File: config.mk
export PLATFORM = sky130hd
export DESIGN_NAME = bcd_watchdog
export DESIGN_NICKNAME = d
export VERILOG_FILES = /design/src/rtl/wdt_pkg.sv /design/src/rtl/wdt_regs.sv /design/src/rtl/wdt_bcd_counter.sv /design/src/rtl/wdt_pulse.sv /design/src/rtl/bcd_watchdog.sv
export SDC_FILE = /design/constraint.sdc
export NUM_CORES = 1
export LEC_CHECK = 0
export CELL_PAD_IN_SITES_DETAIL_PLACEMENT = 2
export CELL_PAD_IN_SITES_GLOBAL_PLACEMENT = 2
export CORE_UTILIZATION = 40
export CTS_CLUSTER_SIZE = 28
export DETAILED_ROUTE_END_ITERATION = 6
export DONT_BUFFER_PORTS = 1
export PLACE_DENSITY = 0.85
export SYNTH_ARGS = -nofsm -noshare
export SYNTH_HDL_FRONTEND = slang
export SYNTH_SLANG_ARGS = --single-unit
File: constraint.sdc
create_clock -name clk -period 3.7 [get_ports clk]
set_clock_uncertainty 0.2 [all_clocks]
set_input_delay 0 -clock clk [delete_from_list [all_inputs] [get_ports clk]]
set_output_delay 0 -clock clk [all_outputs]
set_load 0.01 [all_outputs]
File: src/rtl/wdt_pkg.sv
package wdt_pkg;

    localparam int DIGIT_W = 4;
    localparam int DIGITS  = 4;
    localparam int COUNT_W = DIGIT_W * DIGITS;

    localparam logic [3:0] ADDR_HUND = 4'hC;
    localparam logic [3:0] ADDR_SEC  = 4'hD;
    localparam logic [3:0] ADDR_STAT = 4'hE;
    localparam logic [3:0] ADDR_CTRL = 4'hF;

    typedef logic [DIGIT_W-1:0] bcd_t;

    typedef struct packed {
        logic enable;
        logic steer;
    } wd_ctrl_t;

    typedef struct packed {
        logic wd_flag;
        logic irq_flag;
    } wd_stat_t;

    function automatic bcd_t bcd_digit_dec(bcd_t d);
        return (d == '0) ? bcd_t'(9) : d - bcd_t'(1);
    endfunction

endpackage

File: src/rtl/wdt_regs.sv
module wdt_regs
    import wdt_pkg::*;
(
    input  logic                 clk,
    input  logic                 rst,
    input  logic                 we,
    input  logic                 re,
    input  logic [3:0]           addr,
    input  logic [7:0]           wdata,
    input  logic                 set_wd,
    input  logic                 set_irq,
    output logic [7:0]           rdata,
    output wd_ctrl_t             ctrl_q,
    output wd_stat_t             stat_q,
    output logic                 count_wr,
    output logic [COUNT_W-1:0]   reload_val
);

    logic [7:0] hund_q;
    logic [7:0] sec_q;
    logic       wr_hund;
    logic       wr_sec;
    logic       rd_stat;

    assign wr_hund  = we && (addr == ADDR_HUND);
    assign wr_sec   = we && (addr == ADDR_SEC);
    assign rd_stat  = re && (addr == ADDR_STAT);
    assign count_wr = wr_hund || wr_sec;

    assign reload_val = {(wr_sec ? wdata : sec_q), (wr_hund ? wdata : hund_q)};

    always_ff @(posedge clk) begin
        if (rst) begin
            hund_q <= '0;
            sec_q  <= '0;
            ctrl_q <= '0;
        end else if (we) begin
            if (addr == ADDR_HUND) hund_q <= wdata;
            if (addr == ADDR_SEC)  sec_q  <= wdata;
            if (addr == ADDR_CTRL) ctrl_q <= wd_ctrl_t'(wdata[1:0]);
        end
    end

    // Setting a flag takes priority over a clearing read in the same cycle.
    always_ff @(posedge clk) begin
        if (rst) begin
            stat_q <= '0;
        end else begin
            if (rd_stat) stat_q <= '0;
            if (set_wd)  stat_q.wd_flag  <= 1'b1;
            if (set_irq) stat_q.irq_flag <= 1'b1;
        end
    end

    always_comb begin
        unique case (addr)
            ADDR_HUND: rdata = hund_q;
            ADDR_SEC:  rdata = sec_q;
            ADDR_STAT: rdata = {6'b0, stat_q};
            ADDR_CTRL: rdata = {6'b0, ctrl_q};
            default:   rdata = 8'h00;
        endcase
    end

endmodule

File: src/rtl/wdt_bcd_counter.sv
module wdt_bcd_counter
    import wdt_pkg::*;
(
    input  logic               clk,
    input  logic               rst,
    input  logic               load,
    input  logic [COUNT_W-1:0] load_val,
    input  logic               dec,
    output logic [COUNT_W-1:0] cnt_q,
    output logic               is_zero,
    output logic               is_one
);

    logic [COUNT_W-1:0] dec_val;
    logic [DIGITS-1:0]  borrow;

    assign borrow[0] = 1'b1;

    for (genvar g = 0; g < DIGITS; g++) begin : g_digit
        assign dec_val[g*DIGIT_W +: DIGIT_W] = borrow[g]
            ? bcd_digit_dec(cnt_q[g*DIGIT_W +: DIGIT_W])
            : cnt_q[g*DIGIT_W +: DIGIT_W];
        if (g < DIGITS - 1) begin : g_chain
            assign borrow[g+1] = borrow[g] && (cnt_q[g*DIGIT_W +: DIGIT_W] == '0);
        end
    end

    assign is_zero = (cnt_q == '0);
    assign is_one  = (cnt_q == COUNT_W'(1));

    always_ff @(posedge clk) begin
        if (rst)       cnt_q <= '0;
        else if (load) cnt_q <= load_val;
        else if (dec)  cnt_q <= dec_val;
    end

endmodule

File: src/rtl/wdt_pulse.sv
module wdt_pulse #(
    parameter int CYCLES = 16
) (
    input  logic clk,
    input  logic rst,
    input  logic start,
    output logic active,
    output logic done
);

    localparam int CW = $clog2(CYCLES + 1);

    logic [CW-1:0] left_q;

    assign active = (left_q != '0);
    assign done   = (left_q == CW'(1));

    always_ff @(posedge clk) begin
        if (rst)         left_q <= '0;
        else if (start)  left_q <= CW'(CYCLES);
        else if (active) left_q <= left_q - CW'(1);
    end

endmodule

File: src/rtl/bcd_watchdog.sv
module bcd_watchdog
    import wdt_pkg::*;
#(
    parameter int RST_CYCLES = 16
) (
    input  logic       clk,
    input  logic       rst,
    input  logic       tick_i,
    input  logic       bus_we,
    input  logic       bus_re,
    input  logic [3:0] bus_addr,
    input  logic [7:0] bus_wdata,
    output logic [7:0] bus_rdata,
    output logic       wd_reset_o,
    output logic       irq_o
);

    wd_ctrl_t           ctrl_q;
    wd_stat_t           stat_q;
    logic               count_wr;
    logic [COUNT_W-1:0] reload_val;
    logic [COUNT_W-1:0] cnt_q;
    logic               cnt_zero;
    logic               cnt_one;
    logic               pulse_active;
    logic               pulse_done;
    logic               cnt_dec;
    logic               expire;
    logic               cnt_load;

    assign cnt_dec  = tick_i && ctrl_q.enable && !cnt_zero && !pulse_active;
    assign expire   = cnt_dec && cnt_one;
    assign cnt_load = count_wr || (expire && !ctrl_q.steer) || pulse_done;

    wdt_regs u_regs (
        .clk        (clk),
        .rst        (rst),
        .we         (bus_we),
        .re         (bus_re),
        .addr       (bus_addr),
        .wdata      (bus_wdata),
        .set_wd     (expire),
        .set_irq    (expire && !ctrl_q.steer),
        .rdata      (bus_rdata),
        .ctrl_q     (ctrl_q),
        .stat_q     (stat_q),
        .count_wr   (count_wr),
        .reload_val (reload_val)
    );

    wdt_bcd_counter u_cnt (
        .clk      (clk),
        .rst      (rst),
        .load     (cnt_load),
        .load_val (reload_val),
        .dec      (cnt_dec),
        .cnt_q    (cnt_q),
        .is_zero  (cnt_zero),
        .is_one   (cnt_one)
    );

    wdt_pulse #(.CYCLES(RST_CYCLES)) u_pulse (
        .clk    (clk),
        .rst    (rst),
        .start  (expire && ctrl_q.steer),
        .active (pulse_active),
        .done   (pulse_done)
    );

    assign wd_reset_o = pulse_active;
    assign irq_o      = stat_q.irq_flag;

endmodule

==> reports/qor.yml, run 1 <==
floorplanning:
  die_w_um: 74.6
  row_count: 26
  dieArea_sq_um: 5560
  core_sq_um: 5070
  io_pins: 27
  initial_utilization: 0.415
  fp.dieH_um: 74.6
logic_synthesis:
  syn_avg_cell_area_sq_um: 8.56
  synth_fa_ha_area_frac: 0.0178
  synth_top_area_frac: 0.390
  synth_most_common_cell: "dfxtp_1"
  synth_top_family_by_area: "simple AND/OR/NAND/NOR gates"
  synth_compound_area_frac: 0.183
  synth_top_area_cell: "dfxtp_1"
  synth_seq_cells: 41
  syn_nets: 266
  synth_cells: 246
  synth-edff-count: 0
  yosys_warnings: 0
  synth_common_cells: "41 x dfxtp_1, 30 x nor2_1, 21 x a21oi_1"
  synth_area_leaders: "dfxtp_1 39%, mux2i_1 7.6%, nor2_1 5.3%, a21oi_1 5.0%, nand2_1 3.6%"
  synthSimpleGateAreaFrac: 0.250
  synthMuxAreaShare: 0.0974
  yosysSeqAreaShare: 0.390
  synthArstFlopShare: 0
  synth_xor_xnor_area_share: 0.0166
  syn_area_sq_um: 2110
  synth-main-ff-cell: "dfxtp_1"
  synth.distinct_cells: 46
clock_network:
  cts_tree: "done"
  clk_pin_slew_ns: 0.09
  post_cts_buffers: 0
  clock-sinks: 41
  root_buffer: "clkbuf_8"
  insertion_delay_ns: 0.31
  cts_buffer_depth: 2
  cts_buffers: 5
  cts_max_level: 2
setup_path:
  worst_ep_required_time_ns: 3.75
  critPathMaxStageDelay_ns: 0.57
  critPathMostFrequentCell: "inv_1"
  startpoint_type: "flop"
  worstPathCellList: "inv_1 -> ha_1 -> nor4b_2 -> inv_1 -> nor4_1 -> a21bo_2 -> buf_4 -> a211oi_1 -> a211oi_2 -> dlygate4sd3_1"
  crit_end: "u_cnt.cnt_q[3]"
  r2r_cells: 10
  critPathArrivalTime_ns: 3.55
  critPathKind: "flop to flop"
  critPathCaptureType: "flop"
  reg2reg_setup_slack_ns: 0.20
  cp_slowest_cell: "dlygate4sd3_1"
  timing.rr.start: "u_pulse.left_q[0]"
  crit_fanout: 17
  r2r_end: "u_cnt.cnt_q[3]"
  cp-startpoint: "u_pulse.left_q[0]"
routing:
  viasPerCell: 6.28
  wirelength_um: 8750
  avgRoutedWirePerCell_um: 26.3
  drtPass1Iterations: 4
  drc_errors: 0
  postRouteAntennaNets: 0
  route.vias.total: 2090
  drt_iter0_markers: 126
grt:
  grt_start_max_net_pins: 36
  grt_pass1_wl_um: 13000
  grt_usage: 0.331
  grt_pass1_vias: 2208
  antenna_found_initial: 0
  overflow: 0
timing:
  layout_setup_ws_ns: 0.204
  tightest_slew_ns: 0.612
  final-max-slew-violation-count: 0
  finalHoldViolCount: 0
  timing.fmax_ghz: 0.286
  rsz0062_at_grt: "false"
  finalSetupViolCount: 0
  setup_tns_ns: 0
  layout_min_cycle_time_ns: 3.50
  min_period_over_period: 0.945
  relSlewSlack: 0.589
final_layout:
  final.fill_count: 553
  final_cell_area_sq_um: 2480
  utilization: 0.489
  register_area_sq_um: 821
  area_delta_synth_final_pct: 17.9
  num-nets-final: 282
  multi_input_area_sq_um: 1190
  diodes: 0
  layout-drive-gt1-share: 0.0837
status:
  outcome: "finished clean"
power_and_ir_drop:
  leakagePower_uw: 0.000903
  finalPower_uw: 1540
  power_density_nw_per_um2: 620
  irDropWorstVdd_v: 0.000396
place:
  dp_hpwl_um: 4380
  post-place-ws_ns: 0.925
  numPortBuffers: 0
  globalplace.congestion: 0.729
  placed_area_sq_um: 2140
run:
  max-cap-violations: 0
min_path:
  min_path_type: "input pin to output port"
  hold_depth: 2
-- report_power, final --
part	internal, uW	switching [uW]	total, uW
clock network	220	179	399
logic	219	354	573
registers	496	70.2	566
-- worst min-delay path by stage --
| stage | from | end | slack (ns) |
|---|---|---|---|
| 2_1_floorplan | bus_wdata[0] | u_regs.ctrl_q[0] | -0.06 |
| 3_3_place_gp | rst | u_cnt.cnt_q[11] | -0.13 |
| 3_5_place_dp | rst | u_cnt.cnt_q[6] | -0.13 |
| 4_1_cts | bus_addr[0] | bus_rdata[3] | 0.02 |
| 5_1_grt | bus_addr[0] | bus_rdata[7] | 0.06 |
| 6_report | bus_addr[0] | bus_rdata[7] | 0.04 |
-- timing repair --
item | in CTS | in global routing
hold buffers | 21 | 0
endpoints found under the hold margin | 41 | 0
setup endpoints to repair | 0 | 2
gates resized for setup | 0 | 1
-- metal layers --
metal	track usage	wire length, um
met2	0.574	4360
met1	0.416	3840
met4	0.111	221
met3	0.0569	326
met5	0	0
-- critical path: cells and delay by family, from the launching register on --
kind | cells | cell delay [ns]
buffers and inverters | 4 | 1.19
AO/OA/AOI/OAI | 3 | 0.74
flip-flops | 1 | 0.35
AND/OR/NAND/NOR | 2 | 0.76
adder cells (fa/ha/maj) | 1 | 0.22
-- flip-flops by register name, summed over array words and instances (netlist names) --
signal,cells
u_cnt.cnt_q,16
u_pulse.left_q,5
u_regs.ctrl_q,2
u_regs.hund_q,8
u_regs.sec_q,8
u_regs.stat_q,2
-- cell type report --
type	count	share of cell area
clock inverters	2	0.0151
clock buffers	6	0.0333
flip-flops and latches	41	0.331
repair buffers	23	0.0948
inverters	8	0.0121
multi-input cells	183	0.479
well taps	70	0.0353
-- cells in the final DEF, fill, tap and decap left out, types with 2 or more instances in the layout --
master	instances
dfxtp_1	41
mux2i_1	16
o31ai_1	3
nand4_1	2
a21o_1	2
nor3_1	12
o21a_1	3
o21ai_0	9
ha_1	3
nand3_1	11
buf_4	2
or4_1	4
a211oi_2	3
a211oi_1	4
nor2b_1	4
a21oi_1	21
dlygate4sd3_1	20
xnor2_1	2
mux4_2	2
inv_1	8
o2bb2ai_1	3
nand2_1	20
a22o_1	2
xor2_1	2
or3_1	2
nor2_1	30
nor4_1	7
clkbuf_8	6
-- kinds of logic (layout without fill, tap and decap cells) --
kind of cell	after synthesis	in the layout
multiplexers	18	18
XOR/XNOR	4	4
buffers and inverters	22	39
adder cells (fa/ha/maj)	3	3
AND/OR/NAND/NOR	101	101
AO/OA/AOI/OAI	57	57
flip-flops	41	41
-- metrics by stage --
stage | cells | hold WS (ns)
after floorplan | 246 | -0.0640
after global placement | 304 | -0.130
after detailed placement | 304 | -0.128
after CTS | 333 | 0.0222
after global routing | 333 | 0.0648
final | 333 | 0.0415
Note: power is estimated with default switching activity, not from simulation.
==> run 2: changes to the inputs <==
- BUFFER_PORTS_ARGS: not set -> -buffer_cell sky130_fd_sc_hd__buf_2
- CORE_UTILIZATION: 40 -> 37
- DONT_BUFFER_PORTS: 1 -> not set
- PLACE_DENSITY: 0.85 -> 0.86
==> reports/qor.yml, run 2 (synthesized netlist as in run 1, its figures left out) <==
min_path:
  min_to: "u_regs.stat_q[1]"
  hp-start: "bus_re"
  hold_depth: 5  # +3
  min_path_type: "input pin to flop"
floorplanning:
  fp.dieH_um: 77.4  # +3.9%
  initial_utilization: 0.382  # -0.0325
  die_w_um: 77.4  # +3.9%
  row_count: 27  # +3.8%
  core_sq_um: 5510  # +8.5%
  io_pins: 27  # unchanged
  dieArea_sq_um: 6000  # +7.9%
timing:
  relSlewSlack: 0.468  # -0.121
  layout_min_cycle_time_ns: 2.72  # -0.771 ns
  layout_setup_ws_ns: 0.975  # +0.771 ns
  final-max-slew-violation-count: 0  # unchanged
  finalHoldViolCount: 0  # unchanged
  rsz0062_at_grt: "false"
  setup_tns_ns: 0  # unchanged
  finalSetupViolCount: 0  # unchanged
  timing.fmax_ghz: 0.367  # +28%
  tightest_slew_ns: 0.791  # +0.179 ns
  min_period_over_period: 0.736  # -0.208
setup_path:
  critPathKind: "flop to flop"
  crit_fanout: 19  # +2
  critPathArrivalTime_ns: 2.72  # -0.83 ns
  r2r_cells: 9  # -1
  critPathCaptureType: "flop"
  worst_ep_required_time_ns: 3.70  # -0.05 ns
  timing.rr.start: "u_pulse.left_q[0]"
  startpoint_type: "flop"
  r2r_end: "u_cnt.cnt_q[9]"
  reg2reg_setup_slack_ns: 0.98  # +0.77 ns
final_layout:
  final_common_cell: "dfxtp_1"
  layout-drive-gt1-share: 0.165  # +0.0818
  final_cell_mix: "41 x dfxtp_1, 30 x nor2_1, 26 x buf_2"
  largest-register: "u_cnt.cnt_q"
  area_delta_synth_final_pct: 18.5
  final.fill_count: 603  # +9.0%
  register_area_sq_um: 821  # unchanged
  top_regs: "u_cnt.cnt_q x16, u_regs.hund_q x8, u_regs.sec_q x8"
  num-nets-final: 297  # +5.3%
  largest_reg_flops: 16  # unchanged
  diodes: 0  # unchanged
  multi_input_area_sq_um: 1190  # unchanged
routing:
  viasPerCell: 5.99  # -4.5%
  route.vias.total: 2098  # +0.38%
  drc_errors: 0  # unchanged
  drtPass1Iterations: 4  # unchanged
  postRouteAntennaNets: 0  # unchanged
  wirelength_um: 7880  # -10%
  drt_iter0_markers: 113  # -10%
  avgRoutedWirePerCell_um: 22.5  # -14%
clock_network:
  root_buffer: "clkbuf_8"
  cts_resized: 0  # unchanged
  post_cts_buffers: 0  # unchanged
  cts_max_level: 2  # unchanged
  cts_buffers: 5  # unchanged
  clock-sinks: 41  # unchanged
  insertion_delay_ns: 0.31  # about the same
  clk_pin_slew_ns: 0.08  # about the same
  cts_tree: "done"
  cts_buffer_depth: 2  # unchanged
grt:
  grt_use_met1: 0.318  # -0.0983
  grt_pass1_vias: 2267  # +2.7%
  grt_pass1_wl_um: 12600  # -3.1%
  busiest_layer: "met2"
  grt_usage: 0.279  # -0.0521
  met2_usage: 0.499  # -0.0745
  antenna_found_initial: 0  # unchanged
  use_met3: 0.0435  # -0.0134
  grt_start_max_net_pins: 36  # unchanged
  overflow: 0  # unchanged
place:
  dp_hpwl_um: 4710  # +7.6%
  numPortBuffers: 26  # +26
  post-place-ws_ns: 0.972  # +0.0470 ns
  globalplace.congestion: 0.778  # +6.6%
run:
  max-cap-violations: 0  # unchanged
power_and_ir_drop:
  power_density_nw_per_um2: 593  # -4.4%
  irDropWorstVdd_v: 0.000250  # -37%
  leakagePower_uw: 0.000968  # +7.2%
status:
  outcome: "finished clean"
==> run 2: cell count changes in the layout (fill, tap and decap cells not counted), sizes merged <==
| cell | before | now |
|---|---|---|
| buf | 3 | 28 |
| dlygate4sd3 | 20 | 10 |
==> run 2: worst max-delay path, stage by stage (launching register included) <==
cell and delay, ns:
dfxtp_1 0.34, inv_1 0.11, ha_1 0.18, nor4b_2 0.24, inv_1 0.16, nor4_1 0.36, a21bo_1 0.37, buf_4 0.31
nor2_1 0.10, a22o_1 0.25
==> run 2: cell type report <==
cell class / instances / area share
Sequential cell: 41 / 0.329
Clock buffer: 6 / 0.0331
Inverter: 8 / 0.0120
Timing Repair Buffer: 38 / 0.0983
Clock inverter: 2 / 0.0150
Tap cell: 72 / 0.0361
Multi-Input combinational cell: 183 / 0.476
==> run 2: metal layers <==
metal	wire, um	up-vias
met1	3270	1045
li1	-	959
met4	320	0
met3	290	24
met2	4000	70
met5	0	-
==> run 2: worst max-delay path by stage <==
stage | to | slack, ns | start
after floorplan | u_cnt.cnt_q[11] | 1.52 | u_pulse.left_q[0]
after global placement | u_cnt.cnt_q[9] | 1.12 | u_pulse.left_q[0]
after detailed placement | u_cnt.cnt_q[9] | 0.97 | u_pulse.left_q[0]
after CTS | u_cnt.cnt_q[9] | 0.95 | u_pulse.left_q[0]
after global routing | u_cnt.cnt_q[9] | 0.76 | u_pulse.left_q[0]
final | u_cnt.cnt_q[9] | 0.98 | u_pulse.left_q[0]
==> run 2: power by group <==
| group | switching, uW | internal, uW |
|---|---|---|
| combinational | 316 | 211 |
| clock | 171 | 220 |
| sequential | 64.3 | 496 |
==> run 2: stage by stage <==
stage / util / std cells / hold WS [ns] / power (uW) / cell area (sq um)
after floorplan: - / 246 / -0.0640 / 949 / 2110
after global placement: 0.413 / 332 / 0.0827 / 1050 / 2270
after detailed placement: 0.413 / 332 / 0.0977 / 1070 / 2270
after CTS: 0.453 / 350 / 0.00458 / 1470 / 2490
after global routing: 0.453 / 350 / 0.0548 / 1560 / 2490
final: 0.453 / 350 / 0.0370 / 1480 / 2490
==> run 2: repair_timing <==
| item | CTS | global route |
|---|---|---|
| hold endpoints to repair | 28 | 0 |
| setup endpoints to repair | 0 | 0 |
| hold buffers | 10 | 0 |
